===== src/rtl/evm_pkg.sv =====
package evm_pkg;
  typedef enum logic [1:0] {
    ST_HALT = 2'd0,
    ST_IDLE = 2'd1,
    ST_REQ  = 2'd2,
    ST_WAIT = 2'd3
  } seq_state_e;

  localparam logic [1:0] ADDR_HALT     = 2'd0;
  localparam logic [1:0] ADDR_FORCE    = 2'd1;
  localparam logic [1:0] ADDR_INTERVAL = 2'd2;
  localparam logic [1:0] ADDR_CHAN_EN  = 2'd3;

  localparam logic [7:0] BCAST_CH = 8'hFF;
endpackage


===== src/rtl/evm_fifo.sv =====
module evm_fifo #(
  parameter int W     = 36,
  parameter int DEPTH = 8,
  localparam int PTR_W = (DEPTH > 1) ? $clog2(DEPTH) : 1,
  localparam int CNT_W = $clog2(DEPTH + 1)
) (
  input  logic             clk_i,
  input  logic             rst_ni,
  input  logic             push_i,
  input  logic [W-1:0]     data_i,
  input  logic             pop_i,
  output logic [W-1:0]     data_o,
  output logic             empty_o,
  output logic [CNT_W-1:0] cnt_o,
  output logic             ovf_o
);
  logic [W-1:0]     mem_q [DEPTH];
  logic [PTR_W-1:0] rd_q, wr_q;
  logic [CNT_W-1:0] cnt_q;
  logic             full, do_push, do_pop;

  assign full    = (cnt_q == CNT_W'(DEPTH));
  assign empty_o = (cnt_q == '0);
  assign do_push = push_i && !full;
  assign do_pop  = pop_i && !empty_o;
  assign data_o  = mem_q[rd_q];
  assign cnt_o   = cnt_q;

  function automatic logic [PTR_W-1:0] bump(input logic [PTR_W-1:0] p);
    return (p == PTR_W'(DEPTH - 1)) ? '0 : p + PTR_W'(1);
  endfunction

  always_ff @(posedge clk_i) begin
    if (do_push) mem_q[wr_q] <= data_i;
  end

  always_ff @(posedge clk_i or negedge rst_ni) begin
    if (!rst_ni) begin
      rd_q  <= '0;
      wr_q  <= '0;
      cnt_q <= '0;
      ovf_o <= 1'b0;
    end else begin
      if (do_push) wr_q <= bump(wr_q);
      if (do_pop)  rd_q <= bump(rd_q);
      if (do_push && !do_pop)      cnt_q <= cnt_q + CNT_W'(1);
      else if (do_pop && !do_push) cnt_q <= cnt_q - CNT_W'(1);
      // full is judged on the registered count, even when a pop coincides
      if (push_i && full) ovf_o <= 1'b1;
    end
  end
endmodule


===== src/rtl/evm_host.sv =====
module evm_host
  import evm_pkg::*;
#(
  parameter int              CH_N    = 4,
  parameter int              INT_W   = 16,
  parameter logic [INT_W-1:0] DEF_INT = INT_W'(16'h07FF)
) (
  input  logic             clk_i,
  input  logic             rst_ni,
  input  logic             wr_en_i,
  input  logic [1:0]       wr_addr_i,
  input  logic [15:0]      wr_data_i,
  output logic             halt_o,
  output logic             force_o,
  output logic [INT_W-1:0] interval_o,
  output logic [CH_N-1:0]  chan_en_o
);
  assign force_o = wr_en_i && (wr_addr_i == ADDR_FORCE) && wr_data_i[0];

  always_ff @(posedge clk_i or negedge rst_ni) begin
    if (!rst_ni) begin
      halt_o     <= 1'b1;
      interval_o <= DEF_INT;
      chan_en_o  <= '1;
    end else if (wr_en_i) begin
      case (wr_addr_i)
        ADDR_HALT:     halt_o     <= wr_data_i[0];
        ADDR_INTERVAL: interval_o <= wr_data_i[INT_W-1:0];
        ADDR_CHAN_EN:  chan_en_o  <= wr_data_i[CH_N-1:0];
        default: ;
      endcase
    end
  end
endmodule


===== src/rtl/evm_match.sv =====
module evm_match #(
  parameter int CH_N  = 4,
  parameter int ID_W  = 36,
  parameter int RID_W = 4
) (
  input  logic             clk_i,
  input  logic             rst_ni,
  input  logic             clear_i,
  input  logic             cur_valid_i,
  input  logic [ID_W-1:0]  cur_evt_i,
  input  logic [RID_W-1:0] rid_i,
  input  logic             reply_valid_i,
  input  logic [7:0]       reply_ch_i,
  input  logic [RID_W-1:0] reply_rid_i,
  input  logic [ID_W-1:0]  reply_evt_i,
  input  logic [CH_N-1:0]  chan_en_i,
  output logic [CH_N-1:0]  matched_o,
  output logic             all_matched_o
);
  logic good_reply;

  assign good_reply = reply_valid_i && cur_valid_i &&
                      (reply_rid_i == rid_i) && (reply_evt_i == cur_evt_i);

  for (genvar g = 0; g < CH_N; g++) begin : g_ch
    always_ff @(posedge clk_i or negedge rst_ni) begin
      if (!rst_ni)                                     matched_o[g] <= 1'b0;
      else if (clear_i)                                matched_o[g] <= 1'b0;
      else if (good_reply && reply_ch_i == 8'(g))      matched_o[g] <= 1'b1;
    end
  end

  assign all_matched_o = cur_valid_i && (&(matched_o | ~chan_en_i));
endmodule


===== src/rtl/evm_seq.sv =====
module evm_seq
  import evm_pkg::*;
#(
  parameter int ID_W  = 36,
  parameter int RID_W = 4,
  parameter int INT_W = 16,
  parameter int RET_W = 16
) (
  input  logic             clk_i,
  input  logic             rst_ni,
  input  logic             halt_i,
  input  logic             force_i,
  input  logic [INT_W-1:0] interval_i,
  input  logic             empty_i,
  input  logic [ID_W-1:0]  head_i,
  input  logic             all_matched_i,
  output logic             load_o,
  output logic             cur_valid_o,
  output logic [ID_W-1:0]  cur_evt_o,
  output logic [RID_W-1:0] rid_o,
  output logic [RET_W-1:0] retry_o,
  output logic             req_o
);
  seq_state_e       state_q, state_d;
  logic [INT_W-1:0] timer_q;
  logic             load, drop;

  always_comb begin
    state_d = state_q;
    load    = 1'b0;
    drop    = 1'b0;
    case (state_q)
      ST_HALT: begin
        if (!halt_i) state_d = cur_valid_o ? ST_REQ : ST_IDLE;
        else if (force_i && cur_valid_o) begin
          if (!empty_i) load = 1'b1;
          else          drop = 1'b1;
        end
      end
      ST_IDLE: begin
        if (halt_i) state_d = ST_HALT;
        else if (!empty_i) begin
          load    = 1'b1;
          state_d = ST_REQ;
        end
      end
      ST_REQ: state_d = halt_i ? ST_HALT : ST_WAIT;
      ST_WAIT: begin
        if (halt_i) state_d = ST_HALT;
        else if (all_matched_i) begin
          if (!empty_i) begin
            load    = 1'b1;
            state_d = ST_REQ;
          end else begin
            drop    = 1'b1;
            state_d = ST_IDLE;
          end
        end else if (timer_q == '0) state_d = ST_REQ;
      end
      default: state_d = ST_HALT;
    endcase
  end

  assign load_o = load;
  assign req_o  = (state_q == ST_REQ);

  always_ff @(posedge clk_i or negedge rst_ni) begin
    if (!rst_ni) begin
      state_q     <= ST_HALT;
      timer_q     <= '0;
      cur_valid_o <= 1'b0;
      cur_evt_o   <= '0;
      rid_o       <= '0;
      retry_o     <= '0;
    end else begin
      state_q <= state_d;
      if (load) begin
        cur_valid_o <= 1'b1;
        cur_evt_o   <= head_i;
        rid_o       <= rid_o + RID_W'(1);
        retry_o     <= '0;
      end else if (drop) begin
        cur_valid_o <= 1'b0;
      end
      if (state_q == ST_REQ) begin
        retry_o <= retry_o + RET_W'(1);
        timer_q <= interval_i;
      end else if (state_q == ST_WAIT && timer_q != '0) begin
        timer_q <= timer_q - INT_W'(1);
      end
    end
  end
endmodule


===== src/rtl/evt_match_ctrl.sv =====
module evt_match_ctrl
  import evm_pkg::*;
#(
  parameter int              ID_W    = 36,
  parameter int              CH_N    = 4,
  parameter int              DEPTH   = 8,
  parameter int              RID_W   = 4,
  parameter int              INT_W   = 16,
  parameter int              RET_W   = 16,
  parameter logic [INT_W-1:0] DEF_INT = INT_W'(16'h07FF),
  localparam int             CNT_W   = $clog2(DEPTH + 1)
) (
  input  logic             clk_i,
  input  logic             rst_ni,
  input  logic             evt_valid_i,
  input  logic [ID_W-1:0]  evt_id_i,
  input  logic             reply_valid_i,
  input  logic [7:0]       reply_ch_i,
  input  logic [RID_W-1:0] reply_rid_i,
  input  logic [ID_W-1:0]  reply_evt_i,
  input  logic             wr_en_i,
  input  logic [1:0]       wr_addr_i,
  input  logic [15:0]      wr_data_i,
  output logic             req_valid_o,
  output logic [15:0]      req_word_o,
  output logic             cur_valid_o,
  output logic [ID_W-1:0]  cur_evt_o,
  output logic [ID_W-1:0]  newest_evt_o,
  output logic [CNT_W-1:0] fifo_cnt_o,
  output logic             overflow_o,
  output logic [RID_W-1:0] req_id_o,
  output logic [RET_W-1:0] retry_cnt_o,
  output logic [CH_N-1:0]  matched_o,
  output logic             halt_o,
  output logic [INT_W-1:0] interval_o,
  output logic [CH_N-1:0]  chan_en_o
);
  logic            force_w, load_w, empty_w, all_matched_w;
  logic [ID_W-1:0] head_w;

  evm_host #(.CH_N(CH_N), .INT_W(INT_W), .DEF_INT(DEF_INT)) i_host (
    .clk_i, .rst_ni, .wr_en_i, .wr_addr_i, .wr_data_i,
    .halt_o, .force_o(force_w), .interval_o, .chan_en_o
  );

  evm_fifo #(.W(ID_W), .DEPTH(DEPTH)) i_fifo (
    .clk_i, .rst_ni, .push_i(evt_valid_i), .data_i(evt_id_i), .pop_i(load_w),
    .data_o(head_w), .empty_o(empty_w), .cnt_o(fifo_cnt_o), .ovf_o(overflow_o)
  );

  evm_seq #(.ID_W(ID_W), .RID_W(RID_W), .INT_W(INT_W), .RET_W(RET_W)) i_seq (
    .clk_i, .rst_ni, .halt_i(halt_o), .force_i(force_w), .interval_i(interval_o),
    .empty_i(empty_w), .head_i(head_w), .all_matched_i(all_matched_w),
    .load_o(load_w), .cur_valid_o, .cur_evt_o, .rid_o(req_id_o),
    .retry_o(retry_cnt_o), .req_o(req_valid_o)
  );

  evm_match #(.CH_N(CH_N), .ID_W(ID_W), .RID_W(RID_W)) i_match (
    .clk_i, .rst_ni, .clear_i(load_w), .cur_valid_i(cur_valid_o),
    .cur_evt_i(cur_evt_o), .rid_i(req_id_o), .reply_valid_i, .reply_ch_i,
    .reply_rid_i, .reply_evt_i, .chan_en_i(chan_en_o),
    .matched_o, .all_matched_o(all_matched_w)
  );

  assign req_word_o = {BCAST_CH, 8'(req_id_o)};

  always_ff @(posedge clk_i or negedge rst_ni) begin
    if (!rst_ni)          newest_evt_o <= '0;
    else if (evt_valid_i) newest_evt_o <= evt_id_i;
  end
endmodule


===== config.mk =====
export PLATFORM = sky130hd
export DESIGN_NAME = evt_match_ctrl
export DESIGN_NICKNAME = d
export VERILOG_FILES = /design/src/rtl/evm_pkg.sv /design/src/rtl/evm_fifo.sv /design/src/rtl/evm_host.sv /design/src/rtl/evm_match.sv /design/src/rtl/evm_seq.sv /design/src/rtl/evt_match_ctrl.sv
export SDC_FILE = /design/constraint.sdc
export NUM_CORES = 1
export LEC_CHECK = 0
export BUFFER_PORTS_ARGS = -buffer_cell sky130_fd_sc_hd__buf_2
export CAP_MARGIN = 0
export CORE_MARGIN = 2
export CORE_UTILIZATION = 58
export DETAILED_ROUTE_END_ITERATION = 6
export PLACE_DENSITY = 0.8
export SYNTH_ARGS = -nofsm -noshare
export SYNTH_HDL_FRONTEND = slang
export SYNTH_HIERARCHICAL = 1
export SYNTH_SLANG_ARGS = --single-unit

===== constraint.sdc =====
create_clock -name clk_i -period 6.4 [get_ports clk_i]
set_input_delay 0.64 -clock clk_i [delete_from_list [all_inputs] [get_ports clk_i]]
set_output_delay 0.64 -clock clk_i [all_outputs]
set_load 0.02 [all_outputs]

==> results.md <==
* Critical Path Sink Type: flop
* # DRC at 0
* Area occupied by multi-input gates at 0.00563 mm²
* Final period utilization at 64.1%
* GRT Total Usage at 25.2%
* Antenna violations before repair at 1
* Sw Ratio at 32.9%
* Avg Synthesized Cell Area at 17.7 µm²
* Unrepaired setup endpoints after global routing: false
* First-pass GRT wire length at 62500 µm
* GR Layer Usage met2 at 41.1%
* Worst flop-to-flop path startpoint: i_match/matched_o[2]
* Crit path arrival time at 4510 ps
* Slew Viols, Final at 0
* Nature of the critical path startpoint: flop
* M3 GR Usage at 4.99%
* Bufs on Longest Clock Path at 3
* EDFF count, synth at 288
* Largest net degree at the start of global routing at 97
* GRT busiest layer: met2
* Post-cts resize count at 0
* ANT nets after route at 0
* CTS tree: done
* Die height at 182 µm
* Setup bufs post-CTS at 0
* WHS at 213 ps
* Rel. slew slack at 21.7%
* Port Buffer Count at 234
* Wirelength, routed at 41700 µm
* Yosys warns at 6
* Ratio of cells with drive above 1 in the final layout at 42.3%
* Final setup fails at 0
* Reg-to-reg slack, setup at 2300 ps
* Vias in the first global route at 10600
* Async set or reset register ratio after synthesis at 33.8%
* Hold Fails Final Rpt at 0
* Critical Path Source: i_match/matched_o[2]
* Area Overhead vs Synth at 15.9%
* R2R depth at 13
* FP Rows at 65
* Gr ovfl total at 0
* Worst min-delay path class: in -> async
* DR vias at 10500
* Status: complete, no violations
* I/O pins at 247
* H-tree levels at 2
* Vias per Instance at 6.06
* Max-cap violations at 0
* Die extent in x at 182 µm
* DRT Pass-1 Iters at 5
* Post-synthesis sequential area ratio at 67.1%
* Mapped Cells at 1041
* Clock latency on the worst-skew pair at 550 ps
* Reg2reg end: i_fifo/cnt_o[3]
* Placement Cell Area at 0.0199 mm²
* DPL Wire Length at 25800 µm
* Seq. cell area at 0.0124 mm²
* Post-synthesis cell area at 0.0184 mm²
* Min cycle time layout at 4100 ps
* Clk sink count at 435
* Clk pin slew, worst setup/hold paths at 60 ps
* Final Skew at 21.4 ps
* Crit path max fanout at 47
* Setup tns final at 0 ps
* Post-Layout Cell Count at 1728
* Least-Margin Pin Slew at 1180 ps
* Post-Place Cells at 1645
* Clock root cell: clkbuf_16
* Pint at 0.00630 W
* VDD IR-drop max at 0.000301 V
* Core area at 0.0314 mm²
* Iter 0 DRT Violations at 872
* Initial core utilization at 58.6%
* Post-route cell area at 0.0213 mm²
* Data required, critical path at 6810 ps
* Clock power share at 27.4%
* Met1 GRT Util at 34.3%
* Die Area at 0.0332 mm²
* Reg power frac at 44.2%
* CTS buffer count at 44
* Number of hold buffers added after CTS at 0
* Wire per inst at 24.1 µm
* Nets at 1413
* Placer Congestion at 0.892
* Logic pwr share at 28.5%
* Maximum clock rate at 244 MHz
* CP Class: reg -> reg
* NetSw at 0.00308 W
* Post-synth cell types at 76
* Register bit count reported by yosys at 435
* Most used DFF post-synth: edfxtp_1
* Power Density at 439 mW/mm²
* Leak Pwr at 8.15 nW
* Filler cells at 2026
* Critical Path Sink: i_fifo/cnt_o[3]
[layer usage]
layer,wire length (µm),vias to the layer above
met3,3360,80
met1,16500,5335
met4,1450,0
met5,0,-
met2,20400,492
li1,-,4567
[Yosys cell counts, drive strengths merged, types with 4 or more instances]
cell | number | area (µm²)
edfxtp | 288 | 8650
mux2 | 136 | 1680
dfrtp | 131 | 3280
nand2b | 6 | 37.5
nand2 | 33 | 129
or3 | 5 | 31.3
a211o | 6 | 52.6
buf | 40 | 369
o211ai | 5 | 37.5
nor4b | 5 | 43.8
mux4 | 72 | 1620
nand4 | 14 | 87.6
clkbuf | 17 | 63.8
nand3b | 7 | 65.1
mux2i | 4 | 40.0
a31oi | 18 | 119
xnor2 | 24 | 210
o21ai | 16 | 80.1
a21oi | 12 | 60.1
o31ai | 5 | 37.5
ha | 16 | 200
o22ai | 5 | 37.5
and3 | 5 | 32.5
inv | 22 | 87.6
nor4 | 15 | 115
dfstp | 16 | 420
nor2 | 19 | 71.3
xor2 | 20 | 175
nor3 | 15 | 86.3
nand3 | 23 | 120
or4 | 5 | 37.5
[cells by family (layout without fill, tap and decap cells)]
kind of cell / Yosys count / count (layout) / synth area share, %
other cells: 2 / 13 / 0.0408
flops: 435 / 435 / 67.1
compound gates: 86 / 86 / 3.26
buf+inv: 80 / 354 / 2.85
simple gates: 165 / 165 / 5.31
fa+ha+maj: 17 / 17 / 1.20
mux: 212 / 212 / 18.2
xor+xnor: 44 / 44 / 2.09
[per-stage QoR]
step / setup WS [ps] / util (%) / total power [W]
after floorplan: 1520 / - / 0.00595
after global placement: 2430 / 63.3 / 0.00676
after detailed placement: 2260 / 63.3 / 0.00686
after CTS: 2300 / 68.0 / 0.00943
after global routing: 1990 / 68.0 / 0.00979
final: 2300 / 68.0 / 0.00938
[final cells by class]
class	instances	share of cell area, %
antenna	1	0.0117
clock buffer	61	5.89
clock inverter	21	1.02
inverter	23	0.428
multi-input combinational	536	26.4
sequential	435	57.9
tap	402	2.36
timing repair buffer	249	6.04
[worst min-delay path by stage]
stage | startpoint | endpoint | depth (start not counted)
CTS | rst_ni | i_seq/retry_o[11] | 1
global placement | newest_evt_o[22] | newest_evt_o[22] | 1
finish | rst_ni | i_seq/retry_o[11] | 1
floorplan | rst_ni | i_fifo/cnt_o[0] | 0
global route | rst_ni | i_seq/retry_o[11] | 1
detailed placement | newest_evt_o[29] | newest_evt_o[29] | 1
[state kept, by name, summed over array words and instances (netlist names), 2 cells and up]
register / flops
i_fifo/rd_q: 3
i_seq/rid_o: 4
i_fifo/cnt_o: 4
i_fifo/mem_q: 288
i_host/chan_en_o: 4
i_fifo/wr_q: 3
newest_evt_o: 36
i_seq/retry_o: 16
i_seq/timer_q: 16
i_seq/cur_evt_o: 36
i_seq/state_q: 2
i_host/interval_o: 16
i_match/matched_o: 4
[critical path, stage by stage, from the launching register on]
cell,delay (ps)
dfrtp_1,350
inv_1,60
a222oi_1,380
and3_1,310
nand3b_1,130
a311o_1,480
inv_6,500
o41ai_2,260
ha_1,310
inv_1,150
ha_1,310
or4_1,510
o211ai_1,110
o211ai_1,100
[power groups by stage]
stage | Combinational [W] | Sequential (W) | Clock [W]
floorplan | 0.00173 | 0.00421 | 0
global placement | 0.00260 | 0.00416 | 0
finish | 0.00267 | 0.00414 | 0.00257
detailed placement | 0.00267 | 0.00419 | 0
CTS | 0.00269 | 0.00415 | 0.00260
global route | 0.00285 | 0.00422 | 0.00272
[placed cells by master (no fill, tap or decap), drive strengths merged, types with 6 or more instances in the layout]
cell type / count
edfxtp: 288
buf: 249
mux2: 136
dfrtp: 131
mux4: 72
clkbuf: 61
nand2: 33
xnor2: 24
nand3: 23
inv: 22
xor2: 20
nor2: 19
a31oi: 18
clkinv: 17
o21ai: 16
ha: 16
dfstp: 16
nor4: 15
nor3: 15
nand4: 14
conb: 12
a21oi: 12
nand3b: 7
nand2b: 6
a211o: 6
(Power assumes the default switching activity.)
